File: src/rtl/pwm_seq_pkg.sv
`timescale 1ns/1ps
// Shared cause encoding for the PWM cycle sequencer.
// Assumes the cause bit positions below are decoded by downstream protection logic.
package pwm_seq_pkg;
    localparam int NCAUSE  = 5;
    localparam int CB_PWM  = 0;
    localparam int CB_ILIM = 1;
    localparam int CB_SCP  = 2;
    localparam int CB_SS   = 3;
    localparam int CB_DMAX = 4;
    typedef logic [NCAUSE-1:0] cause_t;
    // Termination priority, highest first.
    localparam int PRIO [NCAUSE] = '{CB_SCP, CB_ILIM, CB_SS, CB_PWM, CB_DMAX};
endpackage

File: src/rtl/pwm_skip_gate.sv
`timescale 1ns/1ps
// Light-load skip gate: a comparator with hysteresis on the compensation level.
// Assumes SKIP_LO < SKIP_HI and that comp_lvl is synchronous to clk.
module pwm_skip_gate #(
    parameter int CW      = 12,
    parameter int SKIP_LO = 300,
    parameter int SKIP_HI = 325
) (
    input  logic          clk,
    input  logic          rst_n,
    input  logic [CW-1:0] comp_lvl,
    output logic          skip_o
);
    localparam logic [CW-1:0] LO_V = CW'(SKIP_LO);
    localparam logic [CW-1:0] HI_V = CW'(SKIP_HI);

    logic skip_q;

    // Enter skip below the low level, leave above the high level, hold between.
    always_ff @(posedge clk) begin
        if (!rst_n)               skip_q <= 1'b0;
        else if (comp_lvl < LO_V) skip_q <= 1'b1;
        else if (comp_lvl > HI_V) skip_q <= 1'b0;
    end

    assign skip_o = skip_q;
endmodule

File: src/rtl/pwm_blank_timer.sv
`timescale 1ns/1ps
// Counts the high cycles of the current pulse and derives the two blanking
// windows and the duty-clamp request from that count.
// Assumes LEB_SHORT <= LEB_LONG < DMAX_CYC <= PERIOD_CYC.
module pwm_blank_timer #(
    parameter int PERIOD_CYC = 20,
    parameter int DMAX_CYC   = 16,
    parameter int LEB_SHORT  = 2,
    parameter int LEB_LONG   = 4
) (
    input  logic                              clk,
    input  logic                              rst_n,
    input  logic                              set_i,
    input  logic                              drv_i,
    output logic [$clog2(PERIOD_CYC+2)-1:0]   elapsed_o,
    output logic                              short_open_o,
    output logic                              long_open_o,
    output logic                              dmax_o
);
    localparam int CNTW = $clog2(PERIOD_CYC + 2);
    localparam logic [CNTW-1:0] SHORT_V = CNTW'(LEB_SHORT);
    localparam logic [CNTW-1:0] LONG_V  = CNTW'(LEB_LONG);
    localparam logic [CNTW-1:0] DMAX_V  = CNTW'(DMAX_CYC);
    localparam logic [CNTW-1:0] TOP_V   = CNTW'(PERIOD_CYC + 1);

    logic [CNTW-1:0] cnt_q;

    // cnt_q holds the 1-based index of the high cycle now in progress; zero while low.
    always_ff @(posedge clk) begin
        if (!rst_n)                      cnt_q <= '0;
        else if (set_i)                  cnt_q <= CNTW'(1);
        else if (drv_i && cnt_q < TOP_V) cnt_q <= cnt_q + CNTW'(1);
        else if (!drv_i)                 cnt_q <= '0;
    end

    // The windows open only while the drive is high, so a low drive evaluates no trip.
    always_comb begin
        short_open_o = drv_i && (cnt_q > SHORT_V);
        long_open_o  = drv_i && (cnt_q > LONG_V);
        dmax_o       = drv_i && (cnt_q >= DMAX_V);
    end

    assign elapsed_o = cnt_q;

    // the drive is never high beyond the clamp cycle count
    p_dmax_bound_r3: assert property (@(posedge clk) disable iff (!rst_n)
        drv_i |-> (cnt_q <= DMAX_V));

    // the long window never opens before the short one
    p_window_order_r5: assert property (@(posedge clk) disable iff (!rst_n)
        long_open_o |-> short_open_o);
endmodule

File: src/rtl/pwm_term_arb.sv
`timescale 1ns/1ps
// Fixed-priority arbiter that turns simultaneous termination requests into a
// one-hot cause, following the package priority list.
// Assumes the requests are already qualified by the blanking windows.
module pwm_term_arb
    import pwm_seq_pkg::*;
(
    input  cause_t req_i,
    output cause_t grant_o
);
    // Walk the priority list and grant the first active request.
    always_comb begin
        logic found;
        found   = 1'b0;
        grant_o = '0;
        for (int i = 0; i < NCAUSE; i++) begin
            if (!found && req_i[PRIO[i]]) begin
                grant_o[PRIO[i]] = 1'b1;
                found            = 1'b1;
            end
        end
    end
endmodule

File: src/rtl/pwm_cycle_seq.sv
`timescale 1ns/1ps
// Peak-current PWM cycle sequencer: sets the drive on a period tick and resets it
// on the first honoured trip or on the duty clamp, reporting the cause.
// Assumes all trip flags, ticks and comp_lvl are synchronous to clk.
module pwm_cycle_seq
    import pwm_seq_pkg::*;
#(
    parameter int PERIOD_CYC = 20,
    parameter int DMAX_PCT   = 80,
    parameter int LEB_SHORT  = 2,
    parameter int LEB_LONG   = 4,
    parameter int CW         = 12,
    parameter int SKIP_LO    = 300,
    parameter int SKIP_HI    = 325
) (
    input  logic          clk,
    input  logic          rst_n,
    input  logic          en,
    input  logic          period_tick,
    input  logic          trip_pwm,
    input  logic          trip_ilim,
    input  logic          trip_scp,
    input  logic          trip_ss,
    input  logic          ss_done,
    input  logic [CW-1:0] comp_lvl,
    output logic          drv_o,
    output logic [4:0]    cause_o
);
    localparam int DMAX_CYC = PERIOD_CYC * DMAX_PCT / 100;
    localparam int CNTW     = $clog2(PERIOD_CYC + 2);
    localparam logic [CNTW-1:0] SHORT_V = CNTW'(LEB_SHORT);
    localparam logic [CNTW-1:0] LONG_V  = CNTW'(LEB_LONG);

    logic            drv_q;
    cause_t          cause_q;
    logic            skip_w;
    logic            set_w;
    logic [CNTW-1:0] elapsed_w;
    logic            short_open_w, long_open_w, dmax_w;
    cause_t          req_w, grant_w;

    pwm_skip_gate #(.CW(CW), .SKIP_LO(SKIP_LO), .SKIP_HI(SKIP_HI)) u_skip (
        .clk(clk), .rst_n(rst_n), .comp_lvl(comp_lvl), .skip_o(skip_w)
    );

    pwm_blank_timer #(.PERIOD_CYC(PERIOD_CYC), .DMAX_CYC(DMAX_CYC),
                      .LEB_SHORT(LEB_SHORT), .LEB_LONG(LEB_LONG)) u_blank (
        .clk(clk), .rst_n(rst_n), .set_i(set_w), .drv_i(drv_q),
        .elapsed_o(elapsed_w), .short_open_o(short_open_w),
        .long_open_o(long_open_w), .dmax_o(dmax_w)
    );

    // A new pulse starts only from a low drive, enabled and outside skip.
    assign set_w = period_tick && en && !skip_w && !drv_q;

    // Qualify each trip with its blanking window and soft-start phase.
    always_comb begin
        req_w          = '0;
        req_w[CB_SCP]  = trip_scp  && short_open_w;
        req_w[CB_ILIM] = trip_ilim && long_open_w;
        req_w[CB_PWM]  = trip_pwm  && long_open_w;
        req_w[CB_SS]   = trip_ss   && long_open_w && !ss_done;
        req_w[CB_DMAX] = dmax_w;
    end

    pwm_term_arb u_arb (.req_i(req_w), .grant_o(grant_w));

    // Drive flop and one-cycle cause pulse; disable overrides everything.
    always_ff @(posedge clk) begin
        if (!rst_n) begin
            drv_q   <= 1'b0;
            cause_q <= '0;
        end else if (!en) begin
            drv_q   <= 1'b0;
            cause_q <= '0;
        end else if (set_w) begin
            drv_q   <= 1'b1;
            cause_q <= '0;
        end else if (drv_q && (grant_w != '0)) begin
            drv_q   <= 1'b0;
            cause_q <= grant_w;
        end else begin
            cause_q <= '0;
        end
    end

    assign drv_o   = drv_q;
    assign cause_o = cause_q;

    // a rising drive always follows a qualifying tick
    p_rise_needs_tick_r2: assert property (@(posedge clk) disable iff (!rst_n)
        $rose(drv_q) |-> $past(period_tick && en && !skip_w));

    // the cause vector is one-hot or zero
    p_cause_onehot_r8: assert property (@(posedge clk) disable iff (!rst_n)
        $onehot0(cause_q));

    // a cause is reported only in the cycle after the drive fell
    p_cause_at_fall_r8: assert property (@(posedge clk) disable iff (!rst_n)
        (cause_q != '0) |-> (!drv_q && $past(drv_q)));

    // disable forces the drive low without a cause
    p_abort_r9: assert property (@(posedge clk) disable iff (!rst_n)
        !en |=> (!drv_q && cause_q == '0));

    // a short-circuit cause only after the short window
    p_scp_window_r4: assert property (@(posedge clk) disable iff (!rst_n)
        cause_q[CB_SCP] |-> ($past(elapsed_w) > SHORT_V));

    // long-path causes only after the long window
    p_long_window_r5: assert property (@(posedge clk) disable iff (!rst_n)
        (cause_q[CB_ILIM] || cause_q[CB_PWM] || cause_q[CB_SS])
            |-> ($past(elapsed_w) > LONG_V));

    // no soft-start cause once the ramp has ended
    p_ss_gate_r6: assert property (@(posedge clk) disable iff (!rst_n)
        cause_q[CB_SS] |-> $past(!ss_done));

    // while skipping, a low drive stays low
    p_skip_block_r7: assert property (@(posedge clk) disable iff (!rst_n)
        (skip_w && !drv_q) |=> !drv_q);
endmodule

File: config.mk
export PLATFORM = sky130hd
export DESIGN_NAME = pwm_cycle_seq
export DESIGN_NICKNAME = d
export VERILOG_FILES = /design/src/rtl/pwm_seq_pkg.sv /design/src/rtl/pwm_skip_gate.sv /design/src/rtl/pwm_blank_timer.sv /design/src/rtl/pwm_term_arb.sv /design/src/rtl/pwm_cycle_seq.sv
export SDC_FILE = /design/constraint.sdc
export NUM_CORES = 1
export LEC_CHECK = 0
export ABC_CLOCK_PERIOD_IN_PS = 1700
export BUFFER_PORTS_ARGS = -buffer_cell sky130_fd_sc_hd__buf_2
export CAP_MARGIN = 20
export CORE_AREA = 2 2 40 42
export DETAILED_ROUTE_END_ITERATION = 10
export DIE_AREA = 0 0 42 44
export PLACE_DENSITY = 0.7
export SLEW_MARGIN = 40
export SYNTH_ARGS = -nofsm -noshare
export SYNTH_HDL_FRONTEND = slang
export SYNTH_SLANG_ARGS = --single-unit
File: constraint.sdc
create_clock -name clk -period 1.7 [get_ports clk]
set_input_delay 0.085 -clock clk [delete_from_list [all_inputs] [get_ports clk]]
set_output_delay 0.085 -clock clk [all_outputs]
set_load 0.02 [all_outputs]
==> metrics.md, run 1 <==
| Metric | Value |
|---|---|
| Design area | 727 µm² |
| Die area | 1850 µm² |
| Synth Area in Simple Gates | approximately 28% |
| Lkg Pwr | 0.311 nW |
| Endpoints failing hold | 0 |
| Gr ovfl total | 0 |
| Slowest stage delay, CP | 0.37 ns |
| Commonest non-fill, non-tap cell in the layout | buf_2 |
| Clock latency on the worst-skew pair | around 0.27 ns |
| Seq/Total Area, Yosys | 43.7% |
| P_sw | 0.000110 W |
| N_diodes | 0 |
| Routed WL per cell | 10.4 µm |
| Crit path max-delay cell type | dfxtp_1 |
| Synth Area in Adders | 2.28% |
| Min Tclk post-route | 1.30 ns |
| Largest net degree at the start of global routing | 9 |
| Pre-CTS WS | 0.413 ns |
| Iter 0 DRT Violations | 4 |
| Switching share of total power | 21.7% |
| DRT Wirelength | 1070 µm |
| Max_slew headroom | roughly 80% |
| Synth area leader | dfxtp_1 |
| Critical-path cell list | o21a_2 > o31ai_2 > o221a_1 > o2bb2ai_1 |
| Post-synthesis compound-gate area fraction | 19.8% |
| I/O pin count | 27 |
| Max clock buf depth | 2 |
| Worst Path Class, Setup | register to register |
| Vias in the first global route | ~450 |
| Crit. End Element | register |
| Distinct cells, synth | 30 |
| Power Dens Cells | 695 nW/µm² |
| DP HPWL | roughly 860 µm |
| CTS tree | done |
| Fillers | ~140 |
| Synthesized area | between 500 and 600 µm² |
| Synth top area cells | dfxtp_1 44%, nand2_1 4.1%, nor2_1 4.1% |
| Final Skew | approximately 0.0066 ns |
| Vias post-DR | ~510 |
| Post-layout util | 51.2% |
| Worst VDD drop | 0.000345 V |
| Status | complete, no violations |
| Critical Path AT | 1.50 ns |
| CTS sink count | 12 |
| CP Launch Type | register |
| Sequential share of power | between 50 and 60% |
| Data required, critical path | 1.89 ns |
| Area Overhead vs Synth | 32.3% |
| Internal | 0.000396 W |
| Initial Utilization | 38.7% |
| Die H | around 44 µm |
| YS warnings | 0 |
| Mean post-synth cell area | 9.47 µm² |
| Synthesized flop and latch total | 12 |
| Largest family of logic cells by synthesized area | simple AND/OR/NAND/NOR gates |
| Post-Syn Instances | 58 |
| Clock power frac | 32.1% |
| Row cnt | 14 |
| XOR/XNOR Fraction of Synth Area | 3.19% |
| Total GRT Usage | approximately an eighth |
| Maxcap violations | 0 |
| Final TNS setup | 0 ns |
| Resized Gates After CTS | 0 |
| Root Driver | clkbuf_4 |
| Clk slew on worst S/H paths | 0.07 ns |
| Yosys top cell area share | 43.7% |
| First-pass detailed-route iteration total | 4 |
| Unrepaired setup endpoints after global routing | no |
| RePlAce Congestion | 0.769 |
| Endpoints failing setup | 0 |
| Cts bufs inserted | 3 |
| Core Box Area | about 1400 µm² |
| Via density | between 4 and 5 |
| Final Cycle Share | 76.7% |
| Layout net count | 111 |
| Postcts setup bufs | 0 |
| Max Fclk | 0.767 GHz |
| Post-synthesis mux area share | 1.82% |
| Routed Antenna Nets | 0 |
| Initial antenna violation count | 0 |
| Layout cell share with drive strength beyond 1 | a little under two fifths |
| Die width | around 42 µm |
| PnR worst setup slack | 0.396 ns |
| Post-DP Area | 694 µm² |
| H-Tree Depth | 1 |
| Logic gate share of total power | 10.1% |
| Most frequent cells in the layout | 25 x buf_2, 12 x dfxtp_1, 6 x nand2_1, 6 x nor2_1 |
| CTS Hold Buffers Added | 1 |
| Crit path max fanout | 6 |
| IO buf count | 25 |
| Power after layout | 0.000505 W |
| Fin. max-slew vios | 0 |
| Residual DRC count | 0 |
| Worst hold path type | input pin to register |
| First-pass GRT wire length | 1770 µm |
| Worst Max-Slew Pin Slew | between 0.2 and 0.3 ns |
| Syn_nets | 80 |
==> sequential cells by signal, indices dropped and copies added (netlist names) <==
register           count
drv_o                  1
cause_o                5
u_blank.elapsed_o      5
u_skip.skip_o          1
==> area by class of cell <==
type | count | area [µm²] | area share [%]
repair buffers | 26 | 135 | 18.6
inverters | 1 | 3.75 | 0.516
flip-flops and latches | 12 | 240 | 33.0
clock buffers | 3 | 22.5 | 3.10
well taps | 16 | 20.0 | 2.75
multi-input cells | 45 | 305 | 42.0
==> kinds of logic after synthesis <==
kind of cell / after synthesis
flip-flops: 12
buffers and inverters: 1
multiplexers: 1
XOR/XNOR: 2
AND/OR/NAND/NOR: 27
AO/OA/AOI/OAI: 14
adder cells (fa/ha/maj): 1
==> worst max-delay path, delay by kind of cell (launching register included) <==
kind	cells	cell delay [ns]
compound gates	4	0.86
flops	1	0.37
==> power groups by stage <==
stage                     Sequential [W]  Combinational [W]  Clock [W]
after floorplan                 0.000299          0.0000181          0
after global placement          0.000298          0.0000482          0
after detailed placement        0.000298          0.0000496          0
after CTS                       0.000292          0.0000514   0.000173
after global routing            0.000293          0.0000576   0.000184
final                           0.000292          0.0000509   0.000162
==> metal layers <==
| metal | vias up | wire [µm] | GRT usage (%) |
|---|---|---|---|
| met5 | - | 0 | 0 |
| met4 | 0 | 0 | 5.81 |
| met3 | 0 | 39 | 6.25 |
| met2 | 9 | 547 | 22.5 |
| met1 | 224 | 486 | 13.6 |
| li1 | 278 | - | - |
==> metrics by stage <==
step	hold slack, ns	instances
3_5_place_dp	0.265	99
5_1_grt	0.0114	103
2_1_floorplan	0.154	58
6_report	0.0236	103
3_3_place_gp	0.261	99
4_1_cts	0.0153	103
==> cells in the mapped netlist <==
| library cell | count |
|---|---|
| ha_1 | 1 |
| nor3b_1 | 1 |
| a31o_1 | 1 |
| nand3_1 | 2 |
| xnor2_1 | 1 |
| inv_1 | 1 |
| nand4b_1 | 2 |
| a211o_1 | 1 |
| o21ai_2 | 1 |
| nand2_1 | 6 |
| nor4b_1 | 1 |
| nor3_1 | 3 |
| a31oi_1 | 2 |
| o22ai_1 | 1 |
| o221a_1 | 1 |
| or3_4 | 1 |
| nor2_1 | 6 |
| dfxtp_1 | 12 |
| nor2b_1 | 1 |
| mux2i_1 | 1 |
| xor2_1 | 1 |
| o31ai_2 | 1 |
| or4b_1 | 1 |
| nand4_1 | 1 |
| a21oi_1 | 3 |
| o21a_2 | 1 |
| o2bb2ai_1 | 1 |
| and2_1 | 1 |
| nor3b_2 | 1 |
| a211oi_1 | 1 |
==> final timing paths <==
check | startpoint | to | slack, ns | depth (start not counted)
hold / removal | trip_ilim | cause_o[3] | 0.02 | 2
setup reg to reg | u_blank.elapsed_o[0] | drv_o | 0.40 | 4
setup / recovery | u_blank.elapsed_o[0] | drv_o | 0.40 | 4
hold reg to reg | u_skip.skip_o | drv_o | 0.53 | 1
Power figures use the tool's default switching activity.
==> run 2: changes to the inputs <==
--- a/config.mk
+++ b/config.mk
@@ -5,13 +5,13 @@
 export SDC_FILE = /design/constraint.sdc
 export NUM_CORES = 1
 export LEC_CHECK = 0
-export ABC_CLOCK_PERIOD_IN_PS = 1700
+export ABC_CLOCK_PERIOD_IN_PS = 1100
 export BUFFER_PORTS_ARGS = -buffer_cell sky130_fd_sc_hd__buf_2
 export CAP_MARGIN = 20
-export CORE_AREA = 2 2 40 42
+export CORE_AREA = 2 2 42 44
 export DETAILED_ROUTE_END_ITERATION = 10
-export DIE_AREA = 0 0 42 44
-export PLACE_DENSITY = 0.7
+export DIE_AREA = 0 0 44 46
+export PLACE_DENSITY = 0.66
 export SLEW_MARGIN = 40
 export SYNTH_ARGS = -nofsm -noshare
 export SYNTH_HDL_FRONTEND = slang
==> constraint.sdc (replaced) <==
create_clock -name clk -period 1.1 [get_ports clk]
set_input_delay 0.055 -clock clk [delete_from_list [all_inputs] [get_ports clk]]
set_output_delay 0.055 -clock clk [all_outputs]
set_load 0.02 [all_outputs]
==> run 2 against run 1 <==
Net effect: the run now ends with setup timing left; die area grew 9.5%; first-iteration DRC count shrank 25%; wire length grew 40%; global-route usage grew 2.6 points; clock-buffer cell count grew 1; core utilization grew 4.2 points.
==> metrics.md, run 2 (synthesis results as in run 1) <==
| Metric | Value |
|---|---|
| Max_slew headroom | 81.0% (-0.50 points) |
| Via density | 5.15 (+3.9%) |
| Finished Layout Cells | 118 (+15%) |
| Residual DRC count | 0 (unchanged) |
| Root Driver | clkbuf_4 |
| Die area | 2020 µm² (+9.5%) |
| Cts bufs inserted | 3 (unchanged) |
| CTS tree | done |
| Data required, critical path | 1.29 ns (-0.60 ns) |
| Worst Max-Slew Pin Slew | 0.282 ns (+0.00751 ns) |
| Row cnt | 15 (+1) |
| Endpoints failing hold | 0 (unchanged) |
| Clk slew on worst S/H paths | 0.07 ns (about the same) |
| Commonest non-fill, non-tap cell in the layout | buf_2 |
| Vias in the first global route | 521 (+15%) |
| Post-Place Cells | 111 (+12%) |
| Status | complete, but fails checks |
| Die H | 46 µm (+4.5%) |
| Initial Utilization | 34.0% (-4.7 points) |
| Area Overhead vs Synth | 62.9% |
| IO buf count | 25 (unchanged) |
| GR Util met2 | 29.1% (+6.6 points) |
| Core Box Area | 1610 µm² (+14%) |
| Initial antenna violation count | 0 (unchanged) |
| Die width | 44 µm (+4.8%) |
| Layout net count | 124 (+12%) |
| Unrepaired setup endpoints after global routing | yes |
| Reg2Reg Depth | 4 (unchanged) |
| Post-layout util | 55.4% (+4.2 points) |
| Fin. max-slew vios | 0 (unchanged) |
| Routed Antenna Nets | 0 (unchanged) |
| Clock latency on the worst-skew pair | 0.27 ns (about the same) |
| Crit path max fanout | 3 (-3) |
| Gr ovfl total | 0 (unchanged) |
| DRT Wirelength | 1510 µm (+40%) |
| Max Fclk | 0.847 GHz (+10%) |
| Worst VDD drop | 0.000749 V (+120%) |
| Total GRT Usage | 15.7% (+2.6 points) |
| First-pass detailed-route iteration total | 2 (-2) |
| Worst hold path type | input pin to register |
| Min Tclk post-route | 1.18 ns (-0.124 ns) |
| Met3 GRT Util | 8.33% (+2.1 points) |
| Most Crowded Layer GR | met2 |
| Crit. End Element | register |
| Final Cycle Share | 107% (+31 points) |
| I/O pin count | 27 (unchanged) |
| DP HPWL | 1050 µm (+22%) |
| Layout cell share with drive strength beyond 1 | 52.5% (+15 points) |
| Iter 0 DRT Violations | 3 (-1) |
| Final Skew | 0.00216 ns (-0.00440 ns) |
| Endpoints failing setup | 6 (+6) |
| Lkg Pwr | 0.400 nW (+29%) |
| Hold WS | 0.0291 ns (+0.00551 ns) |
| CP Launch Type | register |
| Critical Path AT | 1.37 ns (-0.13 ns) |
| Postcts setup bufs | 0 (unchanged) |
| Max clock buf depth | 2 (unchanged) |
| Maxcap violations | 0 (unchanged) |
| Routed WL per cell | 12.8 µm (+22%) |
| PnR worst setup slack | -0.0801 ns (-0.476 ns) |
| Pre-CTS WS | -0.0559 ns (-0.469 ns) |
| Worst Hold Depth | 3 (+1) |
| Hold EP | u_skip.skip_o |
| RePlAce Congestion | 0.788 (+2.4%) |
| Worst Path Class, Setup | register to register |
| Largest net degree at the start of global routing | 8 (-1) |
| First-pass GRT wire length | 2230 µm (+26%) |
| Worst hold start | comp_lvl[9] |
| Vias post-DR | 608 (+19%) |
| Power Dens Cells | 1010 nW/µm² (+45%) |
| R2R Setup Slk | -0.08 ns (-0.48 ns) |
| RR Endpoint | cause_o[3] |
| H-Tree Depth | 1 (unchanged) |
| Most frequent cells in the layout | 25 x buf_2, 11 x buf_4, 6 x nand2_1, 6 x nor2_1, 6 x dfxtp_1 |
| CTS sink count | 12 (unchanged) |
| Grt met1 use | 15.3% (+1.7 points) |
| N_diodes | 0 (unchanged) |
| Worst r2r src | u_blank.elapsed_o[2] |
| Failing checks | setup timing |
run 2: changes by cell type in the layout (fill, tap and decap cells not counted), sizes merged:
cell,previous run,this run
dlygate4sd3,1,3
clkbuf,3,4
buf,25,36
run 2: stage by stage:
stage | instance area (µm²) | setup TNS (ns) | total power (W)
6_report | 895 | -0.303 | 0.000901
5_1_grt | 895 | -0.668 | 0.000953
4_1_cts | 873 | -0.252 | 0.000904
3_5_place_dp | 795 | -0.274 | 0.000548
3_3_place_gp | 795 | -0.151 | 0.000546
2_1_floorplan | 566 | -0.101 | 0.000490
run 2: worst max path at each step:
stage | from | end | slack [ns] | cells past startpoint
4_1_cts | u_blank.elapsed_o[1] | drv_o | -0.06 | 4
6_report | u_blank.elapsed_o[2] | cause_o[3] | -0.08 | 4
5_1_grt | u_blank.elapsed_o[1] | cause_o[3] | -0.14 | 4
3_5_place_dp | u_blank.elapsed_o[1] | drv_o | -0.06 | 4
2_1_floorplan | u_blank.elapsed_o[1] | drv_o | -0.03 | 4
3_3_place_gp | u_blank.elapsed_o[1] | drv_o | -0.03 | 4
run 2: metal layers:
layer  vias to the layer above  part of all wire [%]
met4                         0                   2.1
met3                         6                   8.2
met5                         -                     0
met2                        22                    52
met1                       276                    38
li1                        304                     -
run 2: where the power goes:
part	total, W	leakage, nW	internal [W]	switching, W
logic	0.000109	0.278	0.0000589	0.0000506
registers	0.000446	0.100	0.000440	0.00000621
clock network	0.000346	0.0210	0.000201	0.000144
run 2: final cells by class:
class	instances	area [µm²]
fillers	153	719
multi-input cells	45	345
flip-flops and latches	12	250
repair buffers	39	238
clock buffers	4	36.3
well taps	17	21.3
inverters	1	3.75
run 2: what timing repair did:
action	CTS	global route
endpoints found under the hold margin	3	0
setup endpoints to repair	7	8
hold buffers	3	0
gates resized for setup	2	5
pin swaps	0	4
run 2: critical path, stage by stage (launching register included):
cell     delay [ns]
dfxtp_2        0.34
o21a_4         0.15
o31ai_4        0.06
or3_4          0.35
nor3b_4        0.19
==> run 3: changes to the inputs <==
--- a/config.mk
+++ b/config.mk
@@ -11,6 +11,7 @@
 export CORE_AREA = 2 2 42 44
 export DETAILED_ROUTE_END_ITERATION = 10
 export DIE_AREA = 0 0 44 46
+export HOLD_SLACK_MARGIN = 0.12
 export PLACE_DENSITY = 0.66
 export SLEW_MARGIN = 40
 export SYNTH_ARGS = -nofsm -noshare
==> run 3 against run 2 <==
Net effect: the flow still finishes with violations (setup timing); fmax down 0.27%; power grew 2.6%; sequential power barely moved; sequential share of layout area fell by 1.8 points; flip-flop and latch count unchanged; via count up 5.1%; die area unchanged; final cell count up 5.1%; non-clock buffer count up 6; clock power is 1% higher; worst setup slack worse by 0.0032 ns; largest power group unchanged; highest routed layer unchanged.
==> metrics.md, run 3 (synthesis results as in run 1) <==
| Metric | Value |
|---|---|
| H-Tree Depth | 1 (unchanged) |
| Failing checks | setup timing |
| Gr ovfl total | 0 (unchanged) |
| Final Cycle Share | 108% (+0.29 points) |
| IO buf count | 25 (unchanged) |
| Vias in the first global route | 561 (+7.7%) |
| Crit. End Element | register |
| DP HPWL | 1050 µm (unchanged) |
| CTS sink count | 12 (unchanged) |
| Vias post-DR | 639 (+5.1%) |
| Crit path max fanout | 3 (unchanged) |
| Routed Antenna Nets | 0 (unchanged) |
| Critical Path AT | 1.38 ns (about the same) |
| Die H | 46 µm (unchanged) |
| Final TNS setup | -0.311 ns (-0.00817 ns) |
| Row cnt | 15 (unchanged) |
| PnR worst setup slack | -0.0833 ns (-0.00323 ns) |
| Most frequent cells in the layout | 25 x buf_2, 11 x buf_4, 9 x dlygate4sd3_1 |
| Worst Max-Slew Pin Slew | 0.278 ns (-0.00402 ns) |
| Total GRT Usage | 16.9% (+1.2 points) |
| Pre-CTS WS | -0.0559 ns (unchanged) |
| Initial antenna violation count | 0 (unchanged) |
| Max_slew headroom | 81.3% (+0.27 points) |
| Lkg Pwr | 0.426 nW (+6.6%) |
| Largest net degree at the start of global routing | 8 (unchanged) |
| I/O pin count | 27 (unchanged) |
| Clk slew on worst S/H paths | 0.07 ns (about the same) |
| Commonest non-fill, non-tap cell in the layout | buf_2 |
| N_diodes | 0 (unchanged) |
| Die width | 44 µm (unchanged) |
| Power Dens Cells | 969 nW/µm² (-3.9%) |
| Status | complete, but fails checks |
| Maxcap violations | 0 (unchanged) |
| Initial Utilization | 34.0% (unchanged) |
| Endpoints failing setup | 6 (unchanged) |
| Crit path max-delay cell type | or3_4 |
| CTS tree | done |
| Layout net count | 130 (+4.8%) |
| Final Skew | 0.00166 ns (-0.000495 ns) |
| Iter 0 DRT Violations | 3 (unchanged) |
| RePlAce Congestion | 0.788 (unchanged) |
| Min Tclk post-route | 1.18 ns (+0.00323 ns) |
| Fin. max-slew vios | 0 (unchanged) |
| Worst Path Class, Setup | register to register |
| Worst VDD drop | 0.000768 V (+2.6%) |
| Die area | 2020 µm² (unchanged) |
| Power after layout | 0.000925 W (+2.6%) |
| Core Box Area | 1610 µm² (unchanged) |
| Cts bufs inserted | 3 (unchanged) |
| First-pass GRT wire length | 2400 µm (+7.8%) |
| Clock latency on the worst-skew pair | 0.27 ns (about the same) |
| First-pass detailed-route iteration total | 4 (+2) |
| Endpoints failing hold | 0 (unchanged) |
| Layout cell share with drive strength beyond 1 | 49.5% (-2.9 points) |
| Via density | 5.15 (about the same) |
| Max Fclk | 0.845 GHz (-0.27%) |
| Data required, critical path | 1.30 ns (about the same) |
| Unrepaired setup endpoints after global routing | yes |
| Slowest stage delay, CP | 0.36 ns (about the same) |
| Area Overhead vs Synth | 73.8% |
| Routed WL per cell | 13.1 µm (+2.3%) |
| Residual DRC count | 0 (unchanged) |
| Worst hold path type | input pin to register |
| Max clock buf depth | 2 (unchanged) |
| Critical-path cell list | o21a_4 > o31ai_4 > or3_4 > nor3b_4 |
| Root Driver | clkbuf_4 |
| DRT Wirelength | 1620 µm (+7.5%) |
| CP Launch Type | register |
## run 3: cell types whose count changed in the layout (fill, tap and decap cells not counted)
cell           previous run  this run
dlygate4sd3_1             3         9
## run 3: stage by stage
stage          util [%]  cell area, µm²  hold slack [ns]  instances
2_1_floorplan         -             566            0.124         58
3_3_place_gp       49.2             795            0.232        111
3_5_place_dp       49.2             795            0.235        111
4_1_cts            57.2             923           0.0225        123
5_1_grt            59.1             955           0.0346        124
6_report           59.1             955           0.0260        124
## run 3: layer usage
metal	part of all wire (%)	track usage (%)	up-vias	wire length (µm)
met5	0	0	-	0
met4	3.6	7.27	0	58
met3	7.8	7.94	8	127
met2	51	30.0	25	830
met1	37	16.9	290	603
li1	-	-	316	-
## run 3: power breakdown
part | switching (W) | total (W) | internal, W | leakage, nW
sequential | 0.00000616 | 0.000446 | 0.000440 | 0.100
combinational | 0.0000550 | 0.000128 | 0.0000728 | 0.305
clock | 0.000149 | 0.000351 | 0.000201 | 0.0210
total | 0.000211 | 0.000925 | 0.000714 | 0.426
## run 3: area by class of cell
class	count	area (µm²)
multi-input combinational	45	345
fill	143	659
inverter	1	3.75
timing repair buffer	45	298
sequential	12	250
clock buffer	4	36.3
tap	17	21.3
## run 3: path summary, 6_finish.rpt
kind / from / endpoint / slack, ns / cells after the start
hold reg to reg: drv_o / cause_o[0] / 0.52 / 2
hold / removal: comp_lvl[9] / u_skip.skip_o / 0.03 / 3
setup reg to reg: u_blank.elapsed_o[2] / cause_o[3] / -0.08 / 4
setup / recovery: u_blank.elapsed_o[2] / cause_o[3] / -0.08 / 4
## run 3: critical path, delay by kind of cell (launching register included)
family / cells / cell delay, ns
and+or+nand+nor: 2 / 0.56
DFF: 1 / 0.34
AOI/OAI and AO/OA: 2 / 0.21
## run 3: timing repair
item                                   CTS  global route
setup endpoints to repair                7             8
buffers inserted                         0             0
pin swaps                                0             4
hold buffers                             8             1
resized for setup                        2             5
endpoints found under the hold margin    7             1
